===== src/rtl/xbus_pkg.sv =====
package xbus_pkg;

  typedef enum logic [2:0] {
    ST_IDLE,
    ST_ADDR,
    ST_ALEX,
    ST_GAP,
    ST_CMD,
    ST_TAIL
  } xbus_state_e;

  typedef struct packed {
    logic mux;
    logic ale_ext;
    logic rw_gap;
    logic rdy_use;
  } xbus_shape_t;

endpackage


===== src/rtl/xbus_rdy_sync.sv =====
module xbus_rdy_sync #(
  parameter int DEPTH = 2
) (
  input  logic clk,
  input  logic rst_n,
  input  logic async_sel,
  input  logic bus_ready,
  output logic rdy_eff
);
  logic [DEPTH-1:0] chain;

  always_ff @(posedge clk or negedge rst_n) begin
    if (!rst_n) chain <= '0;
    else        chain <= {chain[DEPTH-2:0], bus_ready};
  end

  // synchronous mode taps the first stage, asynchronous the last
  assign rdy_eff = async_sel ? chain[DEPTH-1] : chain[0];
endmodule


===== src/rtl/xbus_arb.sv =====
module xbus_arb (
  input  logic clk,
  input  logic rst_n,
  input  logic hold_req,
  input  logic seq_idle,
  input  logic req_valid,
  output logic hold_ack,
  output logic bus_req
);
  always_ff @(posedge clk or negedge rst_n) begin
    if (!rst_n)                                 hold_ack <= 1'b0;
    else if (!hold_ack && hold_req && seq_idle) hold_ack <= 1'b1;
    else if (hold_ack && !hold_req)             hold_ack <= 1'b0;
  end

  assign bus_req = hold_ack && req_valid;
endmodule


===== src/rtl/xbus_seq.sv =====
module xbus_seq
  import xbus_pkg::*;
#(
  parameter int AW = 18,
  parameter int DW = 16,
  parameter int WW = 4
) (
  input  logic              clk,
  input  logic              rst_n,
  input  logic              start,
  input  logic              req_write,
  input  logic [AW-1:0]     req_addr,
  input  logic [DW-1:0]     req_wdata,
  input  logic              req_bhi,
  input  xbus_shape_t       shape,
  input  logic [WW-1:0]     waits,
  input  logic              rdy_eff,
  input  logic [DW-1:0]     ad_in,
  output logic              idle,
  output logic              ale,
  output logic              rd_n,
  output logic              wr_n,
  output logic              bhe_n,
  output logic [AW-1:0]     addr_out,
  output logic [DW-1:0]     ad_out,
  output logic              ad_drive,
  output logic              rsp_valid,
  output logic [DW-1:0]     rsp_rdata
);
  localparam int HI_W = AW - DW;

  xbus_state_e  state;
  xbus_shape_t  cur_shape;
  logic [WW-1:0] cur_waits, wait_cnt;
  logic          cur_write, cur_bhi;
  logic [AW-1:0] cur_addr;
  logic [DW-1:0] cur_wdata, rdata_q;
  logic          cmd_done, in_cmd, in_cycle, latch_ph, data_ph;

  assign cmd_done = (wait_cnt == '0) && (!cur_shape.rdy_use || rdy_eff);

  always_ff @(posedge clk or negedge rst_n) begin
    if (!rst_n) begin
      state     <= ST_IDLE;
      cur_shape <= '0;
      cur_waits <= '0;
      wait_cnt  <= '0;
      cur_write <= 1'b0;
      cur_bhi   <= 1'b0;
      cur_addr  <= '0;
      cur_wdata <= '0;
      rdata_q   <= '0;
    end else begin
      unique case (state)
        ST_IDLE: if (start) begin
          cur_shape <= shape;
          cur_waits <= waits;
          cur_write <= req_write;
          cur_bhi   <= req_bhi;
          cur_addr  <= req_addr;
          cur_wdata <= req_wdata;
          state     <= ST_ADDR;
        end
        ST_ADDR: begin
          wait_cnt <= cur_waits;
          if (cur_shape.ale_ext)     state <= ST_ALEX;
          else if (cur_shape.rw_gap) state <= ST_GAP;
          else                       state <= ST_CMD;
        end
        ST_ALEX: begin
          wait_cnt <= cur_waits;
          state    <= cur_shape.rw_gap ? ST_GAP : ST_CMD;
        end
        ST_GAP: begin
          wait_cnt <= cur_waits;
          state    <= ST_CMD;
        end
        ST_CMD: begin
          if (cmd_done) begin
            state <= ST_TAIL;
            if (!cur_write) rdata_q <= ad_in;
          end else if (wait_cnt != '0) begin
            wait_cnt <= wait_cnt - WW'(1);
          end
        end
        ST_TAIL: state <= ST_IDLE;
        default: state <= ST_IDLE;
      endcase
    end
  end

  assign idle     = (state == ST_IDLE);
  assign in_cycle = !idle;
  assign latch_ph = (state == ST_ADDR) || (state == ST_ALEX);
  assign in_cmd   = (state == ST_CMD);
  assign data_ph  = cur_write &&
                    ((state == ST_GAP) || (state == ST_CMD) || (state == ST_TAIL));

  assign ale       = latch_ph;
  assign rd_n      = !(in_cmd && !cur_write);
  assign wr_n      = !(in_cmd && cur_write);
  assign bhe_n     = !(in_cycle && cur_bhi);
  assign rsp_valid = (state == ST_TAIL);
  assign rsp_rdata = rdata_q;

  always_comb begin
    addr_out = '0;
    if (in_cycle)
      addr_out = cur_shape.mux ? {cur_addr[AW-1:AW-HI_W], {DW{1'b0}}} : cur_addr;
  end

  always_comb begin
    ad_out   = '0;
    ad_drive = 1'b0;
    if (latch_ph && cur_shape.mux) begin
      ad_out   = cur_addr[DW-1:0];
      ad_drive = 1'b1;
    end else if (data_ph) begin
      ad_out   = cur_wdata;
      ad_drive = 1'b1;
    end
  end
endmodule


===== src/rtl/xbus_ctrl.sv =====
module xbus_ctrl
  import xbus_pkg::*;
#(
  parameter int AW        = 18,
  parameter int DW        = 16,
  parameter int WW        = 4,
  parameter int SYNC_DEPTH = 2
) (
  input  logic          clk,
  input  logic          rst_n,
  input  logic          cfg_mux,
  input  logic          cfg_ext_ale,
  input  logic          cfg_rw_dly,
  input  logic [WW-1:0] cfg_waits,
  input  logic          cfg_rdy_en,
  input  logic          cfg_rdy_async,
  input  logic          req_valid,
  output logic          req_ready,
  input  logic          req_write,
  input  logic [AW-1:0] req_addr,
  input  logic [DW-1:0] req_wdata,
  input  logic          req_bhi,
  output logic          rsp_valid,
  output logic [DW-1:0] rsp_rdata,
  output logic          bus_ale,
  output logic          bus_rd_n,
  output logic          bus_wr_n,
  output logic          bus_bhe_n,
  output logic [AW-1:0] bus_addr,
  output logic [DW-1:0] bus_ad_out,
  input  logic [DW-1:0] bus_ad_in,
  output logic          bus_ad_oe,
  output logic          bus_addr_oe,
  output logic          bus_ctl_oe,
  input  logic          bus_ready,
  input  logic          hold_req,
  output logic          hold_ack,
  output logic          bus_req
);
  logic        seq_idle, ad_drive, rdy_eff, req_fire;
  xbus_shape_t shape;

  assign shape     = '{mux: cfg_mux, ale_ext: cfg_ext_ale, rw_gap: cfg_rw_dly, rdy_use: cfg_rdy_en};
  assign req_ready = seq_idle && !hold_ack && !hold_req;
  assign req_fire  = req_valid && req_ready;

  xbus_rdy_sync #(.DEPTH(SYNC_DEPTH)) u_rdy (
    .clk(clk), .rst_n(rst_n), .async_sel(cfg_rdy_async),
    .bus_ready(bus_ready), .rdy_eff(rdy_eff)
  );

  xbus_arb u_arb (
    .clk(clk), .rst_n(rst_n), .hold_req(hold_req), .seq_idle(seq_idle),
    .req_valid(req_valid), .hold_ack(hold_ack), .bus_req(bus_req)
  );

  xbus_seq #(.AW(AW), .DW(DW), .WW(WW)) u_seq (
    .clk(clk), .rst_n(rst_n), .start(req_fire),
    .req_write(req_write), .req_addr(req_addr), .req_wdata(req_wdata), .req_bhi(req_bhi),
    .shape(shape), .waits(cfg_waits), .rdy_eff(rdy_eff), .ad_in(bus_ad_in),
    .idle(seq_idle), .ale(bus_ale), .rd_n(bus_rd_n), .wr_n(bus_wr_n), .bhe_n(bus_bhe_n),
    .addr_out(bus_addr), .ad_out(bus_ad_out), .ad_drive(ad_drive),
    .rsp_valid(rsp_valid), .rsp_rdata(rsp_rdata)
  );

  assign bus_ctl_oe  = !hold_ack;
  assign bus_addr_oe = !hold_ack;
  assign bus_ad_oe   = ad_drive && !hold_ack;
endmodule


===== config.mk =====
export PLATFORM = sky130hd
export DESIGN_NAME = xbus_ctrl
export DESIGN_NICKNAME = d
export VERILOG_FILES = /design/src/rtl/xbus_pkg.sv /design/src/rtl/xbus_rdy_sync.sv /design/src/rtl/xbus_arb.sv /design/src/rtl/xbus_seq.sv /design/src/rtl/xbus_ctrl.sv
export SDC_FILE = /design/constraint.sdc
export NUM_CORES = 1
export LEC_CHECK = 0
export ABC_AREA = 1
export CAP_MARGIN = 5
export CORE_MARGIN = 2
export CORE_UTILIZATION = 45
export DETAILED_ROUTE_END_ITERATION = 12
export GPL_TIMING_DRIVEN = 0
export PLACE_DENSITY_LB_ADDON = 0.08
export SLEW_MARGIN = 5
export SYNTH_ARGS = -nofsm -noshare
export SYNTH_HDL_FRONTEND = slang
export SYNTH_SLANG_ARGS = --single-unit
export TNS_END_PERCENT = 100

===== constraint.sdc =====
create_clock -name clk -period 1.6 [get_ports clk]
set_input_delay 0.32 -clock clk [delete_from_list [all_inputs] [get_ports clk]]
set_output_delay 0.32 -clock clk [all_outputs]
set_load 0.05 [all_outputs]

==> key figures <==
Run status
  – Status: complete, but fails checks
  – Failing checks: negative setup slack

Worst hold path
  – Hold depth: 4
  – Tightest Hold Check Type: in -> reg

STA
  – Final min period: 2.15 ns
  – Unrepaired setup endpoints after global routing: yes
  – Endpoints failing hold: 0
  – Setup TNS: -27.26 ns
  – Fmax: 0.466 GHz
  – # setup viols final: 97
  – Crit share post-route: 1.34
  – Slack of the critical path: -0.546 ns
  – Final Max Tran Viols: 0
  – Max transition margin: 0.666
  – Clock skew: 0.00804 ns
  – Worst-margin pin slew: about 0.50 ns

CTS
  – Worst-Skew Late Latency: 0.36 ns
  – CTS HTree Levels: 3
  – Worst-path clk slew: around 0.08 ns
  – TritonCTS clock tree: done
  – Bufs on Longest Clock Path: 2
  – # clock sinks: 70
  – CTS Buf Count: 9
  – Root Buffer: clkbuf_8

Yosys
  – Mapped Area: between 3000 and 4000 µm²
  – Async S/R FF share, synth: 1.00
  – Top FF cell, synth: dfrtp_1
  – Synth warn: 0
  – #FFs+latches synth: 70
  – Count leader, synth: nand2_1
  – Post-synth top cells: 155 x nand2_1, 71 x nand3_1, 70 x dfrtp_1
  – Area leader, netlist: dfrtp_1
  – Seq/Total Area, Yosys: 0.512
  – Post-synthesis area per instance: 7.87 µm²
  – Syn nets: 503
  – Post-Synthesis Cells: about 440
  – Synth cell types: 25
  – Top post-synthesis cells by area: dfrtp_1 51%, nand2_1 17%, nand3_1 10%
  – Synth top area share: 0.512
  – Number of flops mapped to enable cells by yosys: 0

Critical path
  – Crit path launch type: flip-flop
  – CP endpoint kind: primary output
  – Critical path endpoint: bus_addr[12]
  – Reg2Reg Depth: 10
  – Worst reg2reg startpoint: u_seq.state[0]
  – CP Class: reg -> out
  – Crit-path max cell delay: roughly 0.45 ns
  – Crit path max fanout: 8
  – R2R Path End: u_seq.cur_addr[13]
  – CP arrival: roughly 1.8 ns
  – Top delay family on crit path: simple AND/OR/NAND/NOR gates
  – Worst path slowest cell: dfrtp_2
  – Worst EP required: about 1.3 ns
  – Launch point of the critical path: u_seq.state[1]
  – Reg-to-reg slack, setup: -0.26 ns
  – Crit path buf inv count: 4
  – Critical path depth: 8
  – CP Cell Sequence: nor2_4 -> nand2_4 -> inv_4 -> or2_1 -> buf_6 -> buf_12 -> nor2_4 -> buf_6

Placement
  – Dpl ws: -1.31 ns
  – Dpl hpwl: 7250 µm
  – Placer congestion estimate: 0.784
  – Placed cell count: 661
  – Port buffer count: 126
  – Placed cell area: 5210 µm²

Detailed routing
  – DR vias: approximately 3.8k
  – Initial DRC count: 230
  – Average wire per standard cell: 17.5 µm
  – ANT nets after route: 0
  – Detailed-route vias per instance: 5.33
  – Post-route DRC: 0
  – Detailed Route WL: approximately 13000 µm
  – Drt first pass iters: 6

Layout
  – Antenna cells: 0
  – Final core utilization: 0.850
  – Synthesis-to-layout area growth: 81.0%
  – Share of cells above drive strength 1: 0.338
  – Fin cells: 721
  – Final Cell Area: between 6000 and 7000 µm²
  – Net count reported at finish: around 690

Floorplan
  – Core ar.: 7290 µm²
  – Row cnt: 31
  – I/O pins: 127
  – Full die area: 8320 µm²
  – Die Span X: between 90 and 100 µm
  – Die extent in y: a little over 90 µm
  – Initial core utilization: 0.470

Run
  – Max-cap violations: 0

Global routing
  – Global-route wire length before repair: about 19000 µm
  – Initial antenna violation count: 0
  – Overall Global Routing Usage: 0.296
  – Number of global-route vias before repair: 3839
  – Largest net degree at the start of global routing: 45
  – Total gr overflow: 0

Power
  – Static Leak: 2.98 nW
  – Pwr dens: 2370 nW/µm²
  – Worst IR drop on VDD: around 1300 µV
-- placed cells by master, fill, tap and decap left out, types with 4 or more instances in the layout --
| cell type | netlist | final |
|---|---|---|
| buf_12 | 0 | 5 |
| dfrtp_1 | 70 | 65 |
| buf_6 | 3 | 52 |
| dlygate4sd2_1 | 0 | 10 |
| buf_8 | 0 | 11 |
| buf_4 | 3 | 31 |
| nand3_2 | 1 | 13 |
| nor2_4 | 2 | 18 |
| inv_1 | 33 | 28 |
| nand2_2 | 2 | 8 |
| clkbuf_1 | 7 | 4 |
| nand3_1 | 71 | 52 |
| nand4_1 | 18 | 18 |
| clkdlybuf4s50_1 | 0 | 63 |
| nand2_1 | 155 | 145 |
| clkbuf_8 | 0 | 12 |
| o21ai_2 | 0 | 7 |
| clkdlybuf4s15_1 | 0 | 6 |
| o21ai_4 | 0 | 9 |
| dfrtp_2 | 0 | 5 |
| nand3_4 | 1 | 9 |
| nor2_1 | 25 | 9 |
| o21ai_0 | 21 | 5 |
-- metal layers --
layer / part of all wire / wire (µm) / vias to the layer above / track usage
met5: 0 / 0 / - / 0
met4: 0.029 / 362 / 0 / 0.133
met3: 0.056 / 707 / 32 / 0.0556
met2: 0.54 / 6800 / 163 / 0.528
met1: 0.38 / 4730 / 1868 / 0.344
li1: - / - / 1778 / -
-- cell families after synthesis --
kind of cell / after synthesis / synth area share
AO/OA/AOI/OAI: 24 / 0.0351
XOR/XNOR: 1 / 0.00256
adder cells (fa/ha/maj): 2 / 0.00731
buffers and inverters: 59 / 0.0786
flip-flops: 70 / 0.512
AND/OR/NAND/NOR: 279 / 0.365
-- worst reg2reg max path: cells and delay by family (launching register included) --
kind / cells / cell delay (ns)
AND/OR/NAND/NOR: 6 / 0.71
buffers and inverters: 4 / 0.56
flip-flops: 1 / 0.46
-- cell type report --
type | count | area (µm²)
Multi-Input combinational cell | 308 | 1910
Timing Repair Buffer | 170 | 1780
Sequential cell | 70 | 1760
Fill cell | 405 | 1090
Buffer | 23 | 228
Inverter | 35 | 149
Clock buffer | 9 | 124
Tap cell | 99 | 124
Clock inverter | 7 | 121
-- per-stage QoR --
| step | power [mW] | hold slack (ns) |
|---|---|---|
| after floorplan | 8.59 | 0.0244 |
| after global placement | 10.7 | 0.363 |
| after detailed placement | 10.8 | 0.266 |
| after CTS | 14.0 | 0.388 |
| after global routing | 15.4 | 0.390 |
| final | 14.7 | 0.373 |
-- state kept, by name, summed over array words and instances, names as in the netlist --
| register | count |
|---|---|
| u_seq.rsp_rdata | 16 |
| u_arb.hold_ack | 1 |
| u_seq.cur_shape | 4 |
| u_seq.cur_addr | 18 |
| u_seq.cur_waits | 4 |
| u_seq.state | 3 |
| u_seq.cur_bhi | 1 |
| u_seq.cur_write | 1 |
| u_seq.wait_cnt | 4 |
| u_seq.cur_wdata | 16 |
| u_rdy.chain | 2 |
-- worst min-delay path by stage --
stage,start,to,slack (ns)
after global placement,u_rdy.chain[0],u_rdy.chain[1],0.36
after floorplan,rst_n,u_arb.hold_ack,0.02
after global routing,bus_ready,u_rdy.chain[0],0.39
after detailed placement,rst_n,u_seq.state[2],0.27
after CTS,u_rdy.chain[0],u_rdy.chain[1],0.39
final,req_valid,u_seq.cur_wdata[15],0.37
-- where the power goes --
group          internal, mW  switching [mW]
Sequential             2.58           0.648
Combinational          3.67            6.03
Clock                  1.04           0.736
-- repair_timing --
item / 4_1_cts / 5_1_grt
pin swaps: 6 / 16
gates cloned: 5 / 1
gates resized for setup: 382 / 50
hold buffers: 1 / 0
buffers inserted: 26 / 19
hold endpoints to repair: 26 / 0
setup endpoints to repair: 88 / 103
No activity file was read; power rests on OpenSTA's default activity.
